[src/rtl/dual_lut_pkg.sv]
package dual_lut_pkg;
  parameter int LUT_K = 4;
  localparam int LUT_DEPTH = 1 << LUT_K;
  localparam int NUM_LUTS = 2;
  localparam int H_INPUTS = 3;
  localparam int H_SIZE = 1 << H_INPUTS;

  typedef enum logic [1:0] {
    MODE_SPLIT = 2'd0,
    MODE_WIDE  = 2'd1,
    MODE_PAIR  = 2'd2,
    MODE_DUAL  = 2'd3
  } lutMode_t;

  typedef struct packed {
    logic [NUM_LUTS-1:0]            we;
    logic [NUM_LUTS-1:0][LUT_K-1:0] wrAddr;
    logic [NUM_LUTS-1:0]            wrBit;
    logic [LUT_K-1:0]               gRdAddr;
    logic                           fFromG;
  } lutCtrl_t;
endpackage

[src/rtl/lut_mem.sv]
module lut_mem #(
  parameter int AddrW = 4
) (
  input  logic             clk,
  input  logic             we,
  input  logic [AddrW-1:0] wrAddr,
  input  logic             wrBit,
  input  logic [AddrW-1:0] rdAddr,
  output logic             rdBit
);
  localparam int Depth = 1 << AddrW;

  logic [Depth-1:0] cells;

  always_ff @(posedge clk) begin
    if (we) cells[wrAddr] <= wrBit;
  end

  assign rdBit = cells[rdAddr];
endmodule

[src/rtl/dual_lut_ctrl.sv]
module dual_lut_ctrl
  import dual_lut_pkg::*;
(
  input  logic [1:0]       mode,
  input  logic [LUT_K-1:0] fAddr,
  input  logic [LUT_K-1:0] gAddr,
  input  logic [LUT_K-1:0] rdAddr,
  input  logic             hIn,
  input  logic [1:0]       wrEn,
  input  logic [1:0]       wrData,
  output lutCtrl_t         ctrl
);
  lutMode_t modeSel;

  always_comb begin
    modeSel = lutMode_t'(mode);
    ctrl = '0;
    ctrl.wrAddr[0] = fAddr;
    ctrl.wrAddr[1] = fAddr;
    ctrl.wrBit[0] = wrData[0];
    ctrl.wrBit[1] = wrData[0];
    ctrl.gRdAddr = fAddr;
    unique case (modeSel)
      MODE_SPLIT: begin
        ctrl.we = wrEn;
        ctrl.wrAddr[1] = gAddr;
        ctrl.wrBit[1] = wrData[1];
        ctrl.gRdAddr = gAddr;
      end
      MODE_WIDE: begin
        ctrl.we[0] = wrEn[0] & ~hIn;
        ctrl.we[1] = wrEn[0] & hIn;
        ctrl.fFromG = hIn;
      end
      MODE_PAIR: begin
        ctrl.we = {2{wrEn[0]}};
        ctrl.wrBit[1] = wrData[1];
      end
      MODE_DUAL: begin
        ctrl.we = {2{wrEn[0]}};
        ctrl.gRdAddr = rdAddr;
      end
      default: ctrl = '0;
    endcase
  end
endmodule

[src/rtl/dual_lut_dp.sv]
module dual_lut_dp
  import dual_lut_pkg::*;
(
  input  logic              clk,
  input  logic              rstN,
  input  lutCtrl_t          ctrl,
  input  logic [LUT_K-1:0]  fAddr,
  input  logic              hIn,
  input  logic [H_SIZE-1:0] hTable,
  output logic              fOut,
  output logic              gOut,
  output logic              hOut,
  output logic              fQ,
  output logic              hQ
);
  logic [NUM_LUTS-1:0]            rdBits;
  logic [NUM_LUTS-1:0][LUT_K-1:0] rdAddrs;

  assign rdAddrs[0] = fAddr;
  assign rdAddrs[1] = ctrl.gRdAddr;

  for (genvar i = 0; i < NUM_LUTS; i++) begin : g_lut
    lut_mem #(.AddrW(LUT_K)) mem_i (
      .clk    (clk),
      .we     (ctrl.we[i]),
      .wrAddr (ctrl.wrAddr[i]),
      .wrBit  (ctrl.wrBit[i]),
      .rdAddr (rdAddrs[i]),
      .rdBit  (rdBits[i])
    );
  end

  assign fOut = ctrl.fFromG ? rdBits[1] : rdBits[0];
  assign gOut = rdBits[1];
  assign hOut = hTable[{hIn, gOut, fOut}];

  always_ff @(posedge clk or negedge rstN) begin
    if (!rstN) begin
      fQ <= 1'b0;
      hQ <= 1'b0;
    end else begin
      fQ <= fOut;
      hQ <= hOut;
    end
  end
endmodule

[src/rtl/dual_lut_cell.sv]
module dual_lut_cell
  import dual_lut_pkg::*;
(
  input  logic              clk,
  input  logic              rstN,
  input  logic [1:0]        mode,
  input  logic [LUT_K-1:0]  fAddr,
  input  logic [LUT_K-1:0]  gAddr,
  input  logic [LUT_K-1:0]  rdAddr,
  input  logic              hIn,
  input  logic [H_SIZE-1:0] hTable,
  input  logic [1:0]        wrEn,
  input  logic [1:0]        wrData,
  output logic              fOut,
  output logic              gOut,
  output logic              hOut,
  output logic              fQ,
  output logic              hQ
);
  lutCtrl_t ctrl;

  dual_lut_ctrl ctrl_i (
    .mode   (mode),
    .fAddr  (fAddr),
    .gAddr  (gAddr),
    .rdAddr (rdAddr),
    .hIn    (hIn),
    .wrEn   (wrEn),
    .wrData (wrData),
    .ctrl   (ctrl)
  );

  dual_lut_dp dp_i (
    .clk    (clk),
    .rstN   (rstN),
    .ctrl   (ctrl),
    .fAddr  (fAddr),
    .hIn    (hIn),
    .hTable (hTable),
    .fOut   (fOut),
    .gOut   (gOut),
    .hOut   (hOut),
    .fQ     (fQ),
    .hQ     (hQ)
  );
endmodule

[config.mk]
export PLATFORM = sky130hd
export DESIGN_NAME = dual_lut_cell
export DESIGN_NICKNAME = d
export VERILOG_FILES = /design/src/rtl/dual_lut_pkg.sv /design/src/rtl/lut_mem.sv /design/src/rtl/dual_lut_ctrl.sv /design/src/rtl/dual_lut_dp.sv /design/src/rtl/dual_lut_cell.sv
export SDC_FILE = /design/constraint.sdc
export NUM_CORES = 1
export LEC_CHECK = 0
export ABC_AREA = 1
export CAP_MARGIN = 25
export CORE_MARGIN = 8
export CORE_UTILIZATION = 48
export CTS_BUF_LIST = sky130_fd_sc_hd__clkbuf_4
export DETAILED_ROUTE_END_ITERATION = 8
export HOLD_SLACK_MARGIN = 0.05
export PLACE_DENSITY = 0.73
export SLEW_MARGIN = 10
export SYNTH_ARGS = -nofsm -noshare
export SYNTH_HDL_FRONTEND = slang
export SYNTH_HIERARCHICAL = 1
export SYNTH_SLANG_ARGS = --single-unit
[constraint.sdc]
create_clock -name clk -period 3.21 [get_ports clk]
set_clock_uncertainty 0.2 [all_clocks]
set_input_delay 0.642 -clock clk [delete_from_list [all_inputs] [get_ports clk]]
set_output_delay 0.642 -clock clk [all_outputs]
set_load 0.01 [all_outputs]
==> Implementation_results.wiki <==
{| class="wikitable"
! Metric !! Value
|-
| Run status || finished clean
|-
| Leading area contributor after synthesis || edfxtp_1
|-
| Sum of buffers and inverters on the critical path || 7
|-
| CP peak stage delay || ~0.28 ns
|-
| Clock tree from TritonCTS || yes
|-
| DRC violations left || 0
|-
| Final Routed Wirelength || 5702 um
|-
| Start-to-end type of the worst setup path || input pin to primary output
|-
| Count of flip-flops with a built-in enable after synthesis || 32
|-
| Antenna violations before repair || 0
|-
| Mean post-synth cell area || 7.569 um2
|-
| Synth unique cells || 20
|-
| Cells after synthesis || 285
|-
| Final number of max-transition violations || 0
|-
| Count of port buffers added during placement || 33
|-
| Mapped Area || 0.002157 mm2
|-
| Proportion of synthesized flip-flops having asynchronous set or reset || 0.05882
|-
| Slew @ Worst Pin || 0.5209 ns
|-
| Sequential-to-total area share from yosys stat || 0.4687
|-
| CP arrival || 2.31 ns
|-
| Max-slew headroom || 0.6519
|-
| Final GP Congestion || 0.8717
|-
| CTS Hold Bufs || 0
|-
| Cell types occupying the most area after synthesis || edfxtp_1 45%, nand2_1 16%, inv_1 8.0%
|-
| Count of antenna diodes in the layout || 0
|-
| Count of final hold-check violations || 0
|-
| Detailed-placement wirelength estimate || 3858 um
|-
| Total of max-cap violations || 0
|-
| Overflow left after global routing || 0
|-
| Flops & latches, synth || 34
|-
| Post-Route Hold Slack || 0.2602 ns
|-
| Family with the most delay on the worst path || simple AND/OR/NAND/NOR gates
|-
| Final worst path period need || 3.151 ns
|-
| Overall Global Routing Usage || 0.1643
|-
| Via Count || approximately 2000
|-
| Maximum clock rate || between 300 and 400 MHz
|-
| Average wire per cell in the routed design || 14.22 um
|-
| Y dimension of the die || 83.04 um
|-
| Cell with the biggest individual delay on the critical path || ha_4
|-
| Number of buffers between clock root and the deepest sink || 2
|-
| Worst-path fanout max || 4
|-
| Period Utilization, post-route || 0.9818
|-
| Mean number of vias per cell || 4.915
|-
| Number of standard cells in the final layout excluding fillers || 401
|-
| Number of I/O pins || 34
|-
| Cell Pwr Density || around 370 mW/mm2
|-
| Main flop type after synthesis || edfxtp_1
|-
| Dominant cell by count in the synthesized netlist || nand2_1
|-
| Worst vdd rail ir drop || 0.2155 mV
|-
| Number of clock buffers inserted by TritonCTS || 5
|-
| Class of the tightest hold or removal check || input pin to asynchronous set/reset pin
|-
| Die boundary width || between 80 and 90 um
|-
| Number of global-route vias before repair || 1979
|-
| TritonCTS Sinks || 34
|-
| Cell at the root of the clock tree || clkbuf_4
|-
| Total number of nets in the final design || 382
|-
| Number of warnings printed during yosys synthesis || 6
|-
| Drt pass-1 iters || 4
|-
| Setup-failing EPs final || 0
|-
| Cell Rows || 24
|-
| Type of destination of the critical path || primary output
|-
| Placeable core region || about 0.0044 mm2
|-
| Fraction of layout instances using a drive strength above 1 || 0.3123
|-
| Maximum number of pins on one net before global-route repair || 18
|-
| Crit path cell chain || buf_6, inv_2, ha_4, inv_4, buf_4, nand2_4, nand2_8, clkinv_8, nand3_4, nand3_2, nand3_2, nand2_2, nand2_2, nand2_4, nand2_2, nand2_1, nand2_1, nand2_1, inv_2, buf_6
|-
| Initial DRC count || 152
|-
| Required time at the worst-slack endpoint || 2.37 ns
|-
| Clock-pin slew of the registers on the worst-case setup and hold paths || 0.10 ns
|-
| Post-synth top cells || 92 x nand2_1, 46 x inv_1, 42 x nor2_1
|-
| Share of the synthesized area in the top cell type || 0.4455
|-
| Post-Route Setup TNS || 0 ns
|-
| Growth of design area from synthesis to finish || 39.68%
|-
| Remaining antenna violation count || 0
|-
| Net count after synthesis || 319
|-
| Static Leakage || 0.001434 uW
|-
| Later-pin clock latency in the skew report || 0.34 ns
|-
| Initial cell density of the core || 0.4954
|-
| Critical path startpoint category || input pin
|-
| Die ar. || slightly below 0.007 mm2
|-
| H-Tree Level Count || 2
|-
| Global-route wire length before repair || 9273 um
|-
| Number of cells in the design after placement || approximately 380
|}
worst paths after layout:
check                      slack [ns]  cells after the start                     startpoint                            to
setup / recovery                 0.06                     20                        mode[1]                          hOut
hold / removal                   0.26                      1                           rstN                       dp_i/hQ
setup reg to reg                 0.64                     20  dp_i/g_lut[0].mem_i/cells[10]                       dp_i/hQ
hold reg to reg                  0.78                      9   dp_i/g_lut[1].mem_i/cells[1]                       dp_i/fQ
max in group asynchronous        2.43                      1                           rstN                       dp_i/fQ
min in group clk                 0.77                      4                       fAddr[1]  dp_i/g_lut[0].mem_i/cells[3]
state kept, by name, indices dropped and copies added, names as in the netlist:
name	cells
dp_i/fQ	1
dp_i/hQ	1
dp_i/g_lut.mem_i/cells	32
per-stage QoR:
| stage | total power [uW] | util | cell area, um2 | setup slack, ns |
|---|---|---|---|---|
| after floorplan | 654.1 | - | 2157 | 0.08312 |
| after global placement | 774.7 | 0.6089 | 2651 | -0.8346 |
| after detailed placement | 779.5 | 0.6089 | 2651 | -0.9194 |
| after CTS | 1064 | 0.6569 | 2860 | 0.002155 |
| after global routing | 1165 | 0.6920 | 3013 | -0.01527 |
| final | 1112 | 0.6920 | 3013 | 0.05857 |
per-layer routing:
| metal | GRT usage | routed length [um] | vias up |
|---|---|---|---|
| li1 | - | - | 993 |
| met1 | 0.2023 | 2444 | 899 |
| met4 | 0.08786 | 139 | 0 |
| met3 | 0.03418 | 326 | 14 |
| met5 | 0 | 0 | - |
| met2 | 0.2617 | 2792 | 65 |
where the power goes:
group,switching [uW],internal [uW]
registers,3.39,501
logic,193,177
clock network,147,90.7
total,344,768
timing repair:
action | CTS | global route
pin swaps | 16 | 21
gates resized for setup | 51 | 40
endpoints found under the setup margin | 3 | 4
buffers inserted | 8 | 1
gates cloned | 2 | 0
cell families (layout without fill, tap and decap cells):
family / Yosys count / count (layout) / share of synthesized area
AOI/OAI and AO/OA: 6 / 6 / 0.01566
adders and majority gates: 5 / 5 / 0.02900
buffers and inverters: 63 / 126 / 0.1363
DFF: 34 / 34 / 0.4687
and+or+nand+nor: 177 / 178 / 0.3503
cell type report:
| class | count | area, um2 |
|---|---|---|
| clock inverter | 2 | 8.758 |
| clock buffer | 6 | 45.04 |
| tap | 52 | 65.06 |
| inverter | 55 | 242.7 |
| timing repair buffer | 63 | 574.3 |
| fill | 327 | 1341 |
| multi-input combinational | 189 | 1066 |
| sequential | 34 | 1011 |
layout by cell type, fill, tap and decap left out, types with 3 or more instances in the layout:
master | netlist | routed
buf_4 | 5 | 25
buf_6 | 3 | 7
clkbuf_4 | 0 | 6
clkdlybuf4s50_1 | 0 | 22
dlygate4sd2_1 | 0 | 4
dlymetal6s2s_1 | 0 | 3
edfxtp_1 | 32 | 32
ha_1 | 5 | 3
inv_1 | 46 | 38
inv_2 | 5 | 11
nand2_1 | 92 | 69
nand2_2 | 10 | 27
nand2_4 | 0 | 5
nand3_1 | 26 | 16
nand3_2 | 4 | 11
nand3_4 | 0 | 3
nor2_1 | 42 | 42
o21ai_0 | 4 | 4
Note: power is estimated with default switching activity, not from simulation.
